===== src/rtl/fot_pkg.sv =====
package fot_pkg;

    typedef enum logic [1:0] {
        GR_MINUTE = 2'b00,
        GR_OFF    = 2'b01,
        GR_CLOCK  = 2'b10,
        GR_MILLI  = 2'b11
    } gran_e;

    typedef enum logic {
        ST_IDLE  = 1'b0,
        ST_COUNT = 1'b1
    } state_e;

    typedef enum logic [2:0] {
        TR_HOLD,
        TR_LOAD,
        TR_RESTART,
        TR_STEP,
        TR_LAST
    } trans_e;

endpackage


===== src/rtl/fot_divider.sv =====
module fot_divider #(
    parameter int DIV = 33000
) (
    input  logic clk,
    input  logic rst_n,
    input  logic clr,
    input  logic adv,
    output logic wrap
);
    localparam int W = (DIV > 1) ? $clog2(DIV) : 1;
    localparam logic [W-1:0] LAST = W'(DIV - 1);

    logic [W-1:0] cnt_q;

    assign wrap = adv && (cnt_q == LAST);

    always_ff @(posedge clk) begin
        if (!rst_n || clr) begin
            cnt_q <= '0;
        end else if (adv) begin
            cnt_q <= wrap ? '0 : cnt_q + 1'b1;
        end
    end
endmodule


===== src/rtl/fot_tick_sel.sv =====
module fot_tick_sel
    import fot_pkg::*;
(
    input  gran_e gran,
    input  logic  clr,
    input  logic  ms_wrap,
    input  logic  min_wrap,
    output logic  ms_adv,
    output logic  min_adv,
    output logic  tick
);
    always_comb begin
        ms_adv  = 1'b0;
        min_adv = 1'b0;
        tick    = 1'b0;
        unique case (gran)
            GR_OFF: begin
            end
            GR_CLOCK: begin
                tick = 1'b1;
            end
            GR_MILLI: begin
                ms_adv = !clr;
                tick   = ms_wrap;
            end
            GR_MINUTE: begin
                ms_adv  = !clr;
                min_adv = ms_wrap;
                tick    = min_wrap;
            end
            default: begin
            end
        endcase
    end
endmodule


===== src/rtl/fot_counter.sv =====
module fot_counter
    import fot_pkg::*;
#(
    parameter int CNT_W = 16
) (
    input  logic             clk,
    input  logic             rst_n,
    input  logic             tick,
    input  logic             load_stb,
    input  logic             restart_stb,
    input  logic [CNT_W-1:0] load_val,
    output logic [CNT_W-1:0] count,
    output logic             expire
);
    state_e           state_q, state_d;
    trans_e           trans;
    logic [CNT_W-1:0] count_q, count_d;
    logic [CNT_W-1:0] reload_q, reload_d;
    logic             expire_q;

    // transition choice
    always_comb begin
        if (load_stb) begin
            trans = TR_LOAD;
        end else if (restart_stb) begin
            trans = TR_RESTART;
        end else if (tick && state_q == ST_COUNT) begin
            trans = (count_q == CNT_W'(1)) ? TR_LAST : TR_STEP;
        end else begin
            trans = TR_HOLD;
        end
    end

    // next state and data
    always_comb begin
        state_d  = state_q;
        count_d  = count_q;
        reload_d = reload_q;
        unique case (trans)
            TR_LOAD: begin
                reload_d = load_val;
                count_d  = load_val;
                state_d  = (load_val != '0) ? ST_COUNT : ST_IDLE;
            end
            TR_RESTART: begin
                count_d = reload_q;
                state_d = (reload_q != '0) ? ST_COUNT : ST_IDLE;
            end
            TR_STEP: begin
                count_d = count_q - 1'b1;
            end
            TR_LAST: begin
                count_d = '0;
                state_d = ST_IDLE;
            end
            TR_HOLD: begin
            end
            default: begin
            end
        endcase
    end

    // state register
    always_ff @(posedge clk) begin
        if (!rst_n) begin
            state_q  <= ST_IDLE;
            count_q  <= '0;
            reload_q <= '0;
        end else begin
            state_q  <= state_d;
            count_q  <= count_d;
            reload_q <= reload_d;
        end
    end

    // outputs
    always_ff @(posedge clk) begin
        if (!rst_n) begin
            expire_q <= 1'b0;
        end else begin
            expire_q <= (trans == TR_LAST);
        end
    end

    assign count  = count_q;
    assign expire = expire_q;
endmodule


===== src/rtl/fast_off_timer.sv =====
module fast_off_timer
    import fot_pkg::*;
#(
    parameter int CNT_W   = 16,
    parameter int MS_DIV  = 33000,
    parameter int MIN_DIV = 60000
) (
    input  logic             clk,
    input  logic             rst_n,
    input  logic [1:0]       gran_sel,
    input  logic             load_stb,
    input  logic [CNT_W-1:0] load_val,
    input  logic             restart_stb,
    output logic             expire_pulse,
    output logic [CNT_W-1:0] count_out
);
    logic clr;
    logic ms_adv, min_adv, ms_wrap, min_wrap, tick;

    assign clr = load_stb || restart_stb;

    fot_tick_sel u_sel (
        .gran     (gran_e'(gran_sel)),
        .clr      (clr),
        .ms_wrap  (ms_wrap),
        .min_wrap (min_wrap),
        .ms_adv   (ms_adv),
        .min_adv  (min_adv),
        .tick     (tick)
    );

    fot_divider #(.DIV(MS_DIV)) u_ms (
        .clk   (clk),
        .rst_n (rst_n),
        .clr   (clr),
        .adv   (ms_adv),
        .wrap  (ms_wrap)
    );

    fot_divider #(.DIV(MIN_DIV)) u_min (
        .clk   (clk),
        .rst_n (rst_n),
        .clr   (clr),
        .adv   (min_adv),
        .wrap  (min_wrap)
    );

    fot_counter #(.CNT_W(CNT_W)) u_cnt (
        .clk         (clk),
        .rst_n       (rst_n),
        .tick        (tick),
        .load_stb    (load_stb),
        .restart_stb (restart_stb),
        .load_val    (load_val),
        .count       (count_out),
        .expire      (expire_pulse)
    );
endmodule


===== config.mk =====
export PLATFORM = sky130hd
export DESIGN_NAME = fast_off_timer
export DESIGN_NICKNAME = d
export VERILOG_FILES = /design/src/rtl/fot_pkg.sv /design/src/rtl/fot_divider.sv /design/src/rtl/fot_tick_sel.sv /design/src/rtl/fot_counter.sv /design/src/rtl/fast_off_timer.sv
export SDC_FILE = /design/constraint.sdc
export NUM_CORES = 1
export LEC_CHECK = 0
export BUFFER_PORTS_ARGS = -buffer_cell sky130_fd_sc_hd__buf_2
export CAP_MARGIN = 20
export CORE_MARGIN = 2
export CORE_UTILIZATION = 40
export DETAILED_ROUTE_END_ITERATION = 6
export SLEW_MARGIN = 30
export SYNTH_ARGS = -nofsm -noshare
export SYNTH_HDL_FRONTEND = slang
export SYNTH_SLANG_ARGS = --single-unit

===== constraint.sdc =====
create_clock -name clk -period 2.86 [get_ports clk]
set_input_delay 0.572 -clock clk [delete_from_list [all_inputs] [get_ports clk]]
set_output_delay 0.572 -clock clk [all_outputs]
set_load 0.1 [all_outputs]

# Word level (Yosys, flattened, before mapping)
# Index checks and enable logic that the tools add are counted.
[word_totals]
out_inout_bits = 17
elab_cells = 44
reg_bits = 66
inputBits = 22
[op_classes]
reduce_logical = 13
eq_ne = 9
n_addsub = 3
n_mux = 13
[ops]
columns = ["op", "count"]
rows = [
  ["case mux 16 bit (4 select lines)", 1],
  ["adder 16 x 1 -> 16 bit (second input constant)", 2],
  ["equality test 16 bit (second input constant)", 2],
  ["2-to-1 mux 16 bit", 2],
  ["nonzero test 16 bit", 2],
  ["equality test 16 x 1 -> 1 bit (second input constant)", 1],
  ["subtractor 16 x 1 -> 16 bit (second input constant)", 1],
  ["2-to-1 mux 3 bit", 4],
  ["equality test 3 x 2 -> 1 bit (second input constant)", 2],
  ["case mux 1 bit (3 select lines)", 2],
  ["equality test 2 bit (second input constant)", 2],
  ["2-to-1 mux 1 bit", 4],
  ["nonzero test 4 bit", 1],
  ["equality test 3 x 1 -> 1 bit (second input constant)", 1],
  ["equality test 3 bit (second input constant)", 1],
  ["logical AND 1 bit", 3],
  ["nonzero test 3 bit", 1],
  ["logical NOT 1 bit", 2],
  ["logical NOT 2 bit", 1],
  ["logical OR 1 bit", 2],
  ["OR reduction 2 bit", 1],
]

# Longest topological paths before layout
[depth]
ltp_word = 13
depth_mapped = 9
ltp_nobuf = 8

# By module
# From an unflattened synthesis, not the netlist that was laid out.
[hier_totals]
hier_cells = 424
hier_area_um2 = 3641.0
[by_module_without_submodules]
columns = ["module", "seq_area_each_um2", "cells_per_inst", "area_each_um2", "instances"]
rows = [
  ["fot_counter", 680.7, 239, 1999.4, 1],
  ["fot_divider at u_ms", 320.3, 87, 780.7, 1],
  ["fot_divider at u_min", 320.3, 87, 767.0, 1],
  ["fot_tick_sel", 0.0, 10, 87.6, 1],
  ["fast_off_timer", 0.0, 1, 6.3, 1],
]

# Worst setup path before layout
# OpenSTA, ideal clock, no wires.
[synth_path]
kind = "register -> register"
from = "reg u_cnt.count_q[1], in the netlist u_cnt.count[1]"
to = "reg u_cnt.count_q[7], in the netlist u_cnt.count[7]"
arrival_ns = 2.442
setup_time_ns = 0.086
synth_period_minus_slack_ns = 2.528
setup_slack_ns = 0.332
stages_incl_launch_ff = 9
required_time_ns = 2.774
n_path_buf = 1
cell_sequence = "dfxtp_1 -> inv_1 -> ha_1 -> nor2b_1 -> a311oi_2 -> and3_1 -> buf_4 -> a21oi_1 -> a211oi_1"
[synth_via]
elab_chain_cells = 7
elab_cells_between_ends = 12
cone_classes = "add/sub: 1; eq/ne: 5; mux: 5; reduce/logical: 1"
[synth_lines]
columns = ["item", "line_no", "text"]
rows = [
  ["start: declaration", "fot_counter.sv:17", "logic [CNT_W-1:0] count_q, count_d;"],
  ["start signal: assignment", "fot_counter.sv:71", "count_q <= count_d;"],
  ["equality test 16 x 1 -> 1 bit", "fot_counter.sv:28", "trans = (count_q == CNT_W'(1)) ? TR_LAST : TR_STEP;"],
  ["2-to-1 mux 3 bit", "fot_counter.sv:28", ""],
  ["2-to-1 mux 3 bit", "fot_counter.sv:27", "end else if (tick && state_q == ST_COUNT) begin"],
  ["2-to-1 mux 3 bit", "fot_counter.sv:25", "end else if (restart_stb) begin"],
  ["2-to-1 mux 3 bit", "fot_counter.sv:23", "if (load_stb) begin"],
  ["equality test 3 bit (tied with other cells)", "fot_counter.sv:39", "unique case (trans)"],
  ["case mux 16 bit (4 select lines) / nonzero test 4 bit (equally long branches)", "n/a", ""],
]
# Parallel ways exist; a longest one is shown, timed or not.
# A chain may end at the register's enable or synchronous reset.

# Worst setup path in the final report
[layout_path]
from = "in gran_sel[0]"
to = "reg u_cnt.count_q[6], in the netlist u_cnt.count[6]"
[layout_via]
elab_chain_cells = 13
elab_cells_between_ends = 19
cone_classes = "eq/ne: 6; mux: 7; reduce/logical: 6"
[layout_lines]
columns = ["item", "line_no", "text"]
rows = [
  ["start: declaration", "fast_off_timer.sv:10", "input logic [1:0] gran_sel,"],
  ["equality test 2 bit / logical NOT 2 bit (equally long branches)", "fot_tick_sel.sv:16", "unique case (gran)"],
  ["OR reduction 2 bit (no source line)", "n/a", ""],
  ["2-to-1 mux 1 bit", "n/a", ""],
  ["logical AND 1 bit", "fot_divider.sv:15", "assign wrap = adv && (cnt_q == LAST);"],
  ["2-to-1 mux 1 bit", "fot_tick_sel.sv:16", ""],
  ["logical AND 1 bit", "fot_divider.sv:15", ""],
  ["case mux 1 bit (3 select lines) *", "fot_tick_sel.sv:16", ""],
  ["logical AND 1 bit *", "fot_counter.sv:27", ""],
  ["2-to-1 mux 3 bit *", "fot_counter.sv:27", ""],
  ["2-to-1 mux 3 bit *", "fot_counter.sv:25", ""],
  ["2-to-1 mux 3 bit *", "fot_counter.sv:23", ""],
  ["equality test 3 bit (tied with other cells)", "fot_counter.sv:39", ""],
  ["case mux 16 bit (4 select lines) / nonzero test 4 bit (equally long branches)", "n/a", ""],
]
# Mark *: on every way between the ends. The rest lies on a longest branch, timed or not.

==> reports/metrics.yaml <==
outcome:
  status: "finished clean"
sta:
  worst_slack_ns: 0.449
  fmax_ghz: 0.415
  tightest_slew_ns: 0.679
  rsz0062_at_grt: "no"
  period_share_pct: 84.3
  skew_ns: 0.0112
  holdWs_ns: 0.478
  setup_violations: 0
  finalHoldViolations: 0
  max_slew_margin_pct: 54.7
  setup_tns_ns: 0
  min_period_ns: 2.41
  drv_slew: 0
critical_path:
  crit_chain: "buf_2 > inv_1 > ha_1 > nor4b_4 > and2_1 > nand2_1 > o311ai_1 > a211oi_1 > a31o_1"
  critPathRequiredTime_ns: 3.10
  path_class: "in2reg"
  timing.critical_path.buf_inv: 2
  arrival_ns: 2.65
  cp_slowest_stage_delay_ns: 0.40
  cp_slowest_cell: "nor4b_4"
  start_kind: "input port"
  end_kind: "flip-flop"
  path_max_fanout: 7
  path_delay_family: "simple AND/OR/NAND/NOR gates"
clock_network:
  numCtsBuffers: 9
  clkLatencyLatePin_ns: 0.35
  clk_path_buf_depth: 2
  cts_hold_buf: 0
  clockRootBuffer: "clkbuf_8"
  clk_pin_slew_ns: 0.08
  clkSinkCount: 66
  post_cts_buffers: 0
  htreeDepth: 3
  ctsResizeCount: 0
  cts_tree: "done"
placed_design:
  place_hpwl_um: 6910
  placedInstanceArea_sq_um: 3880
  gp_congestion: 0.843
  dp_slack_ns: 0.109
  port_buffers: 38
yosys:
  synth.top_cell.area_share_pct: 37.3
  ys_ff_latch: 66
  syn_inst: 428
  synth_nets: 458
  ys.warnings.count: 0
  yosysMostFrequentCell: "nor2_1"
  synthesis.area_sq_um: 3540
  syn_area_per_cell_sq_um: 8.27
  ys.flop_type: "dfxtp_1"
  synth_edf_count: 0
  synth_cell_types: 58
  yosys.area.top_type: "dfxtp_1"
  synthArstFlopShare_pct: 0
  ys_top_cells_by_area: "dfxtp_1 37%, nor2_1 7.2%, xor2_1 5.2%"
  synth_top_cells_by_count: "68 x nor2_1, 66 x dfxtp_1, 30 x nand2_1, 30 x nand3_1, 22 x a21oi_1"
  synth-seq-area-share_pct: 37.3
detailed_routing:
  dr.pass1.iters: 5
  drc: 0
  wl_per_cell_um: 15.8
  drt-initial-drc-count: 176
  antenna_left: 0
  routed_wl_um: 9250
  num_vias: 3289
  viasPerCell: 5.62
layout:
  areaGrowthSynthToFinish_pct: 15.2
  antennaDiodeCount: 0
  regArea_sq_um: 1320
  drive_above_1_share_pct: 16.1
  final_area_sq_um: 4080
  nNetsFinal: 502
  multi_input_area_sq_um: 2100
  n_fill_cell: 863
power:
  p_per_area_nw_per_um2: 544
  p_leak_nw: 1.54
  vdd_drop_max_uv: 344
  design_power_total_mw: 2.22
worst_hold_path:
  min_path_type: "reg2reg"
die:
  coreArea_sq_um: 8640
  row_count: 34
  io_pins: 39
  die_x_um: 98.1
  die_area_sq_um: 9620
  dieHeight_um: 98.1
  initial_utilization_pct: 41.0
global_route:
  grt_first_pass_wirelength_um: 15500
  use_met3_pct: 3.79
  use_met2_pct: 33.6
  use_met1_pct: 25.0
  antenna_found_initial: 0
  busiest_layer: "met2"
  overflow: 0
  grt_pass1_vias: 3203
  grt_usage_pct: 20.0
  grt_max_degree: 25
job:
  maxCapViolations: 0
[power breakdown]
| part | internal [mW] | total (mW) | switching (mW) | leakage (nW) |
|---|---|---|---|---|
| Clock | 0.431 | 0.802 | 0.371 | 0.0962 |
| Sequential | 0.953 | 0.997 | 0.0435 | 0.539 |
| Combinational | 0.117 | 0.423 | 0.305 | 0.903 |
[metrics by stage]
stage / std cells / utilization [%]
after detailed placement: 569 / 44.9
after floorplan: 428 / -
after CTS: 585 / 47.2
after global placement: 569 / 44.9
after global routing: 585 / 47.2
final: 585 / 47.2
[flip-flops by register name (all words and copies together), names as in the netlist]
| register | cells |
|---|---|
| u_cnt.expire | 1 |
| u_cnt.count | 16 |
| u_ms.cnt_q | 16 |
| u_min.cnt_q | 16 |
| u_cnt.state_q | 1 |
| u_cnt.reload_q | 16 |
[kinds of logic after synthesis]
group | count (synthesis) | synth area share [%]
muxes | 16 | 4.52
adders and majority gates | 8 | 2.83
buffers and inverters | 27 | 3.32
and+or+nand+nor | 197 | 28.3
xor gates and xnor gates | 31 | 7.67
DFF | 66 | 37.3
AOI/OAI and AO/OA | 83 | 16.1
[path summary, 6_finish.rpt]
check | slack [ns] | cells after the start | endpoint | from
worst max-delay path | 0.45 | 9 | u_cnt.count[6] | gran_sel[0]
worst min-delay path | 0.48 | 2 | u_min.cnt_q[1] | u_min.cnt_q[1]
worst max register to register | 0.74 | 5 | u_cnt.count[6] | u_cnt.count[2]
worst min register to register | 0.48 | 2 | u_min.cnt_q[1] | u_min.cnt_q[1]
[layout by cell type (no fill, tap or decap), types with 6 or more instances in the layout]
master / n
nor3_1: 15
nand3_1: 30
o21ai_0: 13
mux2i_1: 16
xor2_1: 21
a211oi_1: 8
and3_1: 6
buf_2: 38
buf_4: 12
clkbuf_8: 10
ha_1: 8
nand4_1: 10
xnor2_1: 10
inv_1: 10
a21oi_1: 22
nand2_1: 30
nor4_1: 10
nor2_1: 68
dfxtp_1: 66
o221ai_1: 7
[final cells by class]
class | instances | share of cell area, %
clock inverters | 5 | 1.53
clock buffers | 11 | 3.47
multi-input cells | 335 | 51.5
repair buffers | 50 | 6.87
well taps | 108 | 3.31
flip-flops and latches | 66 | 32.4
inverters | 10 | 0.920
[worst reg2reg max path: cells and delay by family (launching register included)]
| kind | cells | cell delay (ns) |
|---|---|---|
| compound gates | 2 | 0.45 |
| simple gates | 3 | 1.25 |
| flops | 1 | 0.37 |
[metal layers]
layer	up-vias	part of all wire, %	wire length, um
met5	-	0	0
met4	0	2.6	239
met3	18	4.1	377
met2	75	49	4490
met1	1553	45	4140
li1	1643	-	-
No activity file was read; power rests on OpenSTA's default activity.
